**src/rtl/tick_limit_timer.sv**
```systemverilog
module tick_limit_timer #(
  parameter int TICK_DIV = 50,
  parameter int CNT_W    = 21,
  parameter int CNT_LSB  = 10
) (
  input  logic        clk,
  input  logic        rst_n,
  input  logic [2:0]  addr,
  input  logic        wr_en,
  input  logic        rd_en,
  input  logic [31:0] wdata,
  output logic [31:0] rdata,
  output logic        irq
);
  localparam int PRE_W = (TICK_DIV > 1) ? $clog2(TICK_DIV) : 1;
  localparam logic [PRE_W-1:0] PRE_LAST = PRE_W'(TICK_DIV - 1);
  localparam logic [CNT_W-1:0] CNT_MAX = '1;
  localparam logic [2:0] A_LIMIT = 3'd0, A_COUNT = 3'd1, A_ALIAS = 3'd2,
                         A_RUN = 3'd3, A_CFG = 3'd4;

  logic [PRE_W-1:0] pre;
  logic [CNT_W-1:0] cnt, lim, eff_lim, wfield;
  logic [CNT_W:0]   cnt_inc;
  logic             reached, run_bit, user_mode;
  logic             tick, wr_lim, wr_alias, counting, wrap, rd_clr;
  logic [30:0]      cnt_word, lim_word;
  logic             unused_wbits;

  assign tick     = (pre == PRE_LAST);
  assign wr_lim   = wr_en && (addr == A_LIMIT);
  assign wr_alias = wr_en && (addr == A_ALIAS);
  assign rd_clr   = rd_en && (addr == A_LIMIT);
  assign wfield   = wdata[CNT_LSB +: CNT_W];
  assign eff_lim  = (lim == '0) ? CNT_MAX : lim;
  assign cnt_inc  = {1'b0, cnt} + 1'b1;
  assign counting = tick && (!user_mode || run_bit) && !wr_lim;
  assign wrap     = counting && (cnt_inc >= {1'b0, eff_lim});
  assign unused_wbits = ^wdata;

  always_ff @(posedge clk or negedge rst_n) begin
    if (!rst_n) begin
      pre <= '0;
      cnt <= CNT_W'(1);
      lim <= '0;
    end else if (wr_lim) begin
      pre <= '0;
      cnt <= CNT_W'(1);
      lim <= wfield;
    end else begin
      pre <= tick ? '0 : pre + 1'b1;
      if (wrap)          cnt <= CNT_W'(1);
      else if (counting) cnt <= cnt_inc[CNT_W-1:0];
      if (wr_alias)      lim <= wfield;
    end
  end

  always_ff @(posedge clk or negedge rst_n) begin
    if (!rst_n) begin
      reached   <= 1'b0;
      run_bit   <= 1'b1;
      user_mode <= 1'b0;
    end else begin
      if (wrap)        reached <= 1'b1;
      else if (rd_clr) reached <= 1'b0;
      if (wr_en && addr == A_RUN) run_bit   <= wdata[0];
      if (wr_en && addr == A_CFG) user_mode <= wdata[0];
    end
  end

  assign cnt_word = 31'(cnt) << CNT_LSB;
  assign lim_word = 31'(lim) << CNT_LSB;
  assign irq      = reached;

  always_comb begin
    case (addr)
      A_LIMIT: rdata = {reached, lim_word};
      A_COUNT: rdata = {reached, cnt_word};
      A_RUN:   rdata = {31'b0, run_bit};
      A_CFG:   rdata = {31'b0, user_mode};
      default: rdata = '0;
    endcase
  end

  AST_COUNT_NONZERO: assert property (@(posedge clk) disable iff (!rst_n)
    cnt != '0);
  AST_STEP_OR_RELOAD: assert property (@(posedge clk) disable iff (!rst_n)
    (cnt != $past(cnt)) |-> (cnt == $past(cnt) + 1'b1 || cnt == CNT_W'(1)));
  AST_FLAG_ON_RELOAD: assert property (@(posedge clk) disable iff (!rst_n)
    $rose(irq) |-> (cnt == CNT_W'(1)));
  AST_SET_BEATS_CLEAR: assert property (@(posedge clk) disable iff (!rst_n)
    (rd_clr && wrap) |=> irq);
  AST_RESTART: assert property (@(posedge clk) disable iff (!rst_n)
    wr_lim |=> (cnt == CNT_W'(1) && pre == '0));
  AST_ALIAS_KEEPS: assert property (@(posedge clk) disable iff (!rst_n)
    (wr_alias && !tick) |=> $stable(cnt));
  AST_FROZEN: assert property (@(posedge clk) disable iff (!rst_n)
    (user_mode && !run_bit && !wr_lim) |=> $stable(cnt));
  AST_NO_EARLY_STEP: assert property (@(posedge clk) disable iff (!rst_n)
    (!tick && !wr_lim) |=> $stable(cnt));
endmodule

```
**config.mk**
```make
export PLATFORM = sky130hd
export DESIGN_NAME = tick_limit_timer
export DESIGN_NICKNAME = d
export VERILOG_FILES = /design/src/rtl/tick_limit_timer.sv
export SDC_FILE = /design/constraint.sdc
export NUM_CORES = 1
export LEC_CHECK = 0
export ABC_AREA = 0
export CAP_MARGIN = 0
export CORE_UTILIZATION = 46
export DETAILED_ROUTE_END_ITERATION = 10
export PLACE_DENSITY = 0.76
export REMOVE_ABC_BUFFERS = 1
export SETUP_SLACK_MARGIN = 0.3
export SYNTH_ARGS = -nofsm -noshare
export SYNTH_HDL_FRONTEND = slang
export SYNTH_SLANG_ARGS = --single-unit
```
**constraint.sdc**
```tcl
create_clock -name clk -period 3.13 [get_ports clk]
set_input_delay 0.626 -clock clk [delete_from_list [all_inputs] [get_ports clk]]
set_output_delay 0.626 -clock clk [all_outputs]
set_load 0.005 [all_outputs]
```
==> qor.yml <==
power_and_ir_drop:
  ir_drop_mv: 0.4149
  p_per_area_nw_per_um2: 375.6
  totalPowerFinal_mw: 1.774
  power.leakage_nw: 2.299
sta:
  post-route-period-util_pct: 103.8
  holdWs_ns: 0.3072
  tightest_slew_ns: 0.6638
  hold_viol_final: 0
  max_freq_ghz: 0.3078
  max_slew_margin_pct: 55.75
  rsz0062_at_grt: "yes"
  finClkSkew_ns: 0.01033
  final_max_slew_viol_count: 0
  setup_ws_ns: -0.1193
  period_needed_ns: 3.249
  setup_viol: 21
route:
  wl_microns: 9404
  drc_errors: 0
  firstDrtPassIters: 5
  ant_nets: 0
  via_per_inst: 5.606
  route.vias.total: 3313
  drtIter0Drc: 289
  wl_per_cell_microns: 15.91
synth:
  yosysTopAreaCell: "dfrtp_1"
  synth_warnings: 0
  synth_cell_types: 44
  ys.flop_type: "dfrtp_1"
  yosysSeqAreaShare_pct: 38.46
  syn_inst: 379
  syn_area_sq_um: 3324
  ys_top_cells_by_area: "dfrtp_1, nand2_1, ha_1, a22o_1, nor2_1"
  avgSynthCellArea_sq_um: 8.772
  synth-seq-cells: 51
  async_flop_share_pct: 100.0
  synth_edf_count: 0
  synth_top_cell_area_share_pct: 36.88
placed_design:
  dpl_cell_area_sq_um: 4342
  dp_slack_ns: -0.1791
  globalplace.congestion: 0.8568
  port_buffers: 52
  dpl.hpwl_microns: 6560
setup_path:
  worst-path-max-fanout: 5
  max_stage_delay_ns: 0.59
  crit_type: "reg -> reg"
  crit_arrival_ns: 3.46
  cp-start-kind: "flop"
  critPathSlowestCell: "dfstp_2"
  path_cells: "ha_4, nand4_1, nor3_1, buf_4, nand4_1, xnor2_2, ha_1, nand3_2, nor4_2, buf_4, a41oi_4, o211a_4, buf_6, nand4_1, nand2_1"
  required_ns: 3.34
  crit_path_frequent_cell: "nand4_1"
  worstSetupEndpointType: "flop"
flow_run:
  cap_violations: 0
clocking:
  cts_buffer_depth: 2
  root_buffer: "clkbuf_8"
  cts.htree.levels: 2
  tritoncts: "done"
  postCtsHoldBufs: 0
  cts_made_buffers: 5
  clkTransAtPathRegs_ns: 0.10
  clkLatencyLatePin_ns: 0.32
  cts_sinks: 51
worst_hold_path:
  hp-class: "in -> async"
grt:
  antenna_found_initial: 0
  grt_usage_pct: 25.10
  grt_pass1_wl_microns: 14640
  overflow: 0
  grt_max_degree: 28
  grt_pass1_vias: 3127
floorplanning:
  initial_core_util_pct: 48.40
  dieArea_sq_um: 7571
  die_y_microns: 87.01
  core_sq_um: 6869
  rows: 30
  ios: 72
  die_x_microns: 87.01
layout:
  filler_cell_count: 542
  nNetsFinal: 557
  drive_gt1_share_pct: 24.44
  final_common_cell: "nand2_1"
  num_antenna_cells: 0
  layout_common_cells: "nand2_1, buf_4, dfrtp_1, clkdlybuf4s50_1, nor2_1"
  area_growth_pct: 42.08
  design_area_sq_um: 4723
status:
  violations: "negative setup slack"
  outcome: "complete, but fails checks"
-- kinds of logic (layout without fill, tap and decap cells) --
family                     after synthesis  in the layout  share of synthesized area [%]
muxes                                    3              3                          1.016
DFF                                     51             51                          38.46
buffers and inverters                   33            139                          5.269
and+or+nand+nor                        185            185                          24.84
adders and majority gates               24             24                          9.033
xor gates and xnor gates                22             22                          5.796
AOI/OAI and AO/OA                       60             62                          15.47
other                                    1              9                         0.1128
-- cell usage after synthesis (2+ instances only) --
cell type,instances
a21oi_1,8
nand4_1,15
nor3b_1,2
inv_1,6
a21o_1,4
xnor2_1,12
dfstp_2,2
nor4_1,5
nor3_1,4
a22o_1,21
ha_1,24
buf_6,2
a32o_1,14
xor2_1,10
and3_1,4
nand2_1,90
clkbuf_1,13
dfrtp_1,49
buf_4,9
buf_2,2
nand3_1,10
or2_2,3
nor2_1,42
o21ai_0,4
mux2_2,3
and2_1,3
-- stage by stage --
stage,TNS (ns),cells,utilization (%)
2_1_floorplan,-26.77,360,-
5_1_grt,-4.950,591,68.76
4_1_cts,0,587,66.96
3_5_place_dp,-3.401,573,63.21
3_3_place_gp,-3.137,573,63.21
6_report,-2.004,591,68.76
-- worst max-delay path, delay by kind of cell, from the launching register on --
kind	cells	cell delay, ns
adders and majority gates	2	0.44
buffers and inverters	3	0.47
DFF	1	0.59
xor gates and xnor gates	1	0.19
and+or+nand+nor	7	1.07
AOI/OAI and AO/OA	2	0.37
-- where the power goes --
part	total [mW]	internal [mW]	switching, mW
Sequential	0.829	0.752	0.0768
Clock	0.400	0.161	0.239
Combinational	0.545	0.273	0.273
-- repair_timing --
| item | in CTS | in global routing |
|---|---|---|
| endpoints found under the hold margin | 0 | 0 |
| resized for setup | 27 | 16 |
| gates cloned | 3 | 1 |
| endpoints found under the setup margin | 43 | 25 |
| pin swaps | 26 | 14 |
| setup buffers | 3 | 3 |
-- final timing paths --
| check | slack, ns | endpoint | from | depth (start not counted) |
|---|---|---|---|---|
| setup / recovery | -0.12 | cnt[3] | cnt[0] | 15 |
| hold / removal | 0.31 | cnt[11] | rst_n | 1 |
| min in group clk | 0.50 | pre[0] | pre[0] | 1 |
| max in group asynchronous | 2.11 | run_bit | rst_n | 2 |
| setup reg to reg | -0.12 | cnt[3] | cnt[0] | 15 |
| hold reg to reg | 0.50 | pre[0] | pre[0] | 1 |
-- final cells by class --
cell class	instances	area, sq um	area share, %
inverters	6	22.52	0.4768
well taps	96	120.1	2.543
clock inverters	2	16.27	0.3444
flip-flops and latches	51	1279	27.07
multi-input cells	305	2132	45.14
clock buffers	6	72.57	1.536
repair buffers	125	1081	22.89
-- routing by layer --
| layer | track usage [%] | routed length [microns] |
|---|---|---|
| met2 | 41.02 | 4525 |
| met1 | 33.70 | 4096 |
| met5 | 0 | 0 |
| met3 | 3.697 | 537 |
| met4 | 9.545 | 245 |
-- state kept, by name (all words and copies together) (netlist names) --
| name | cells |
|---|---|
| cnt | 21 |
| irq | 1 |
| lim | 21 |
| pre | 6 |
| run_bit | 1 |
| user_mode | 1 |
(Power assumes the default switching activity.)
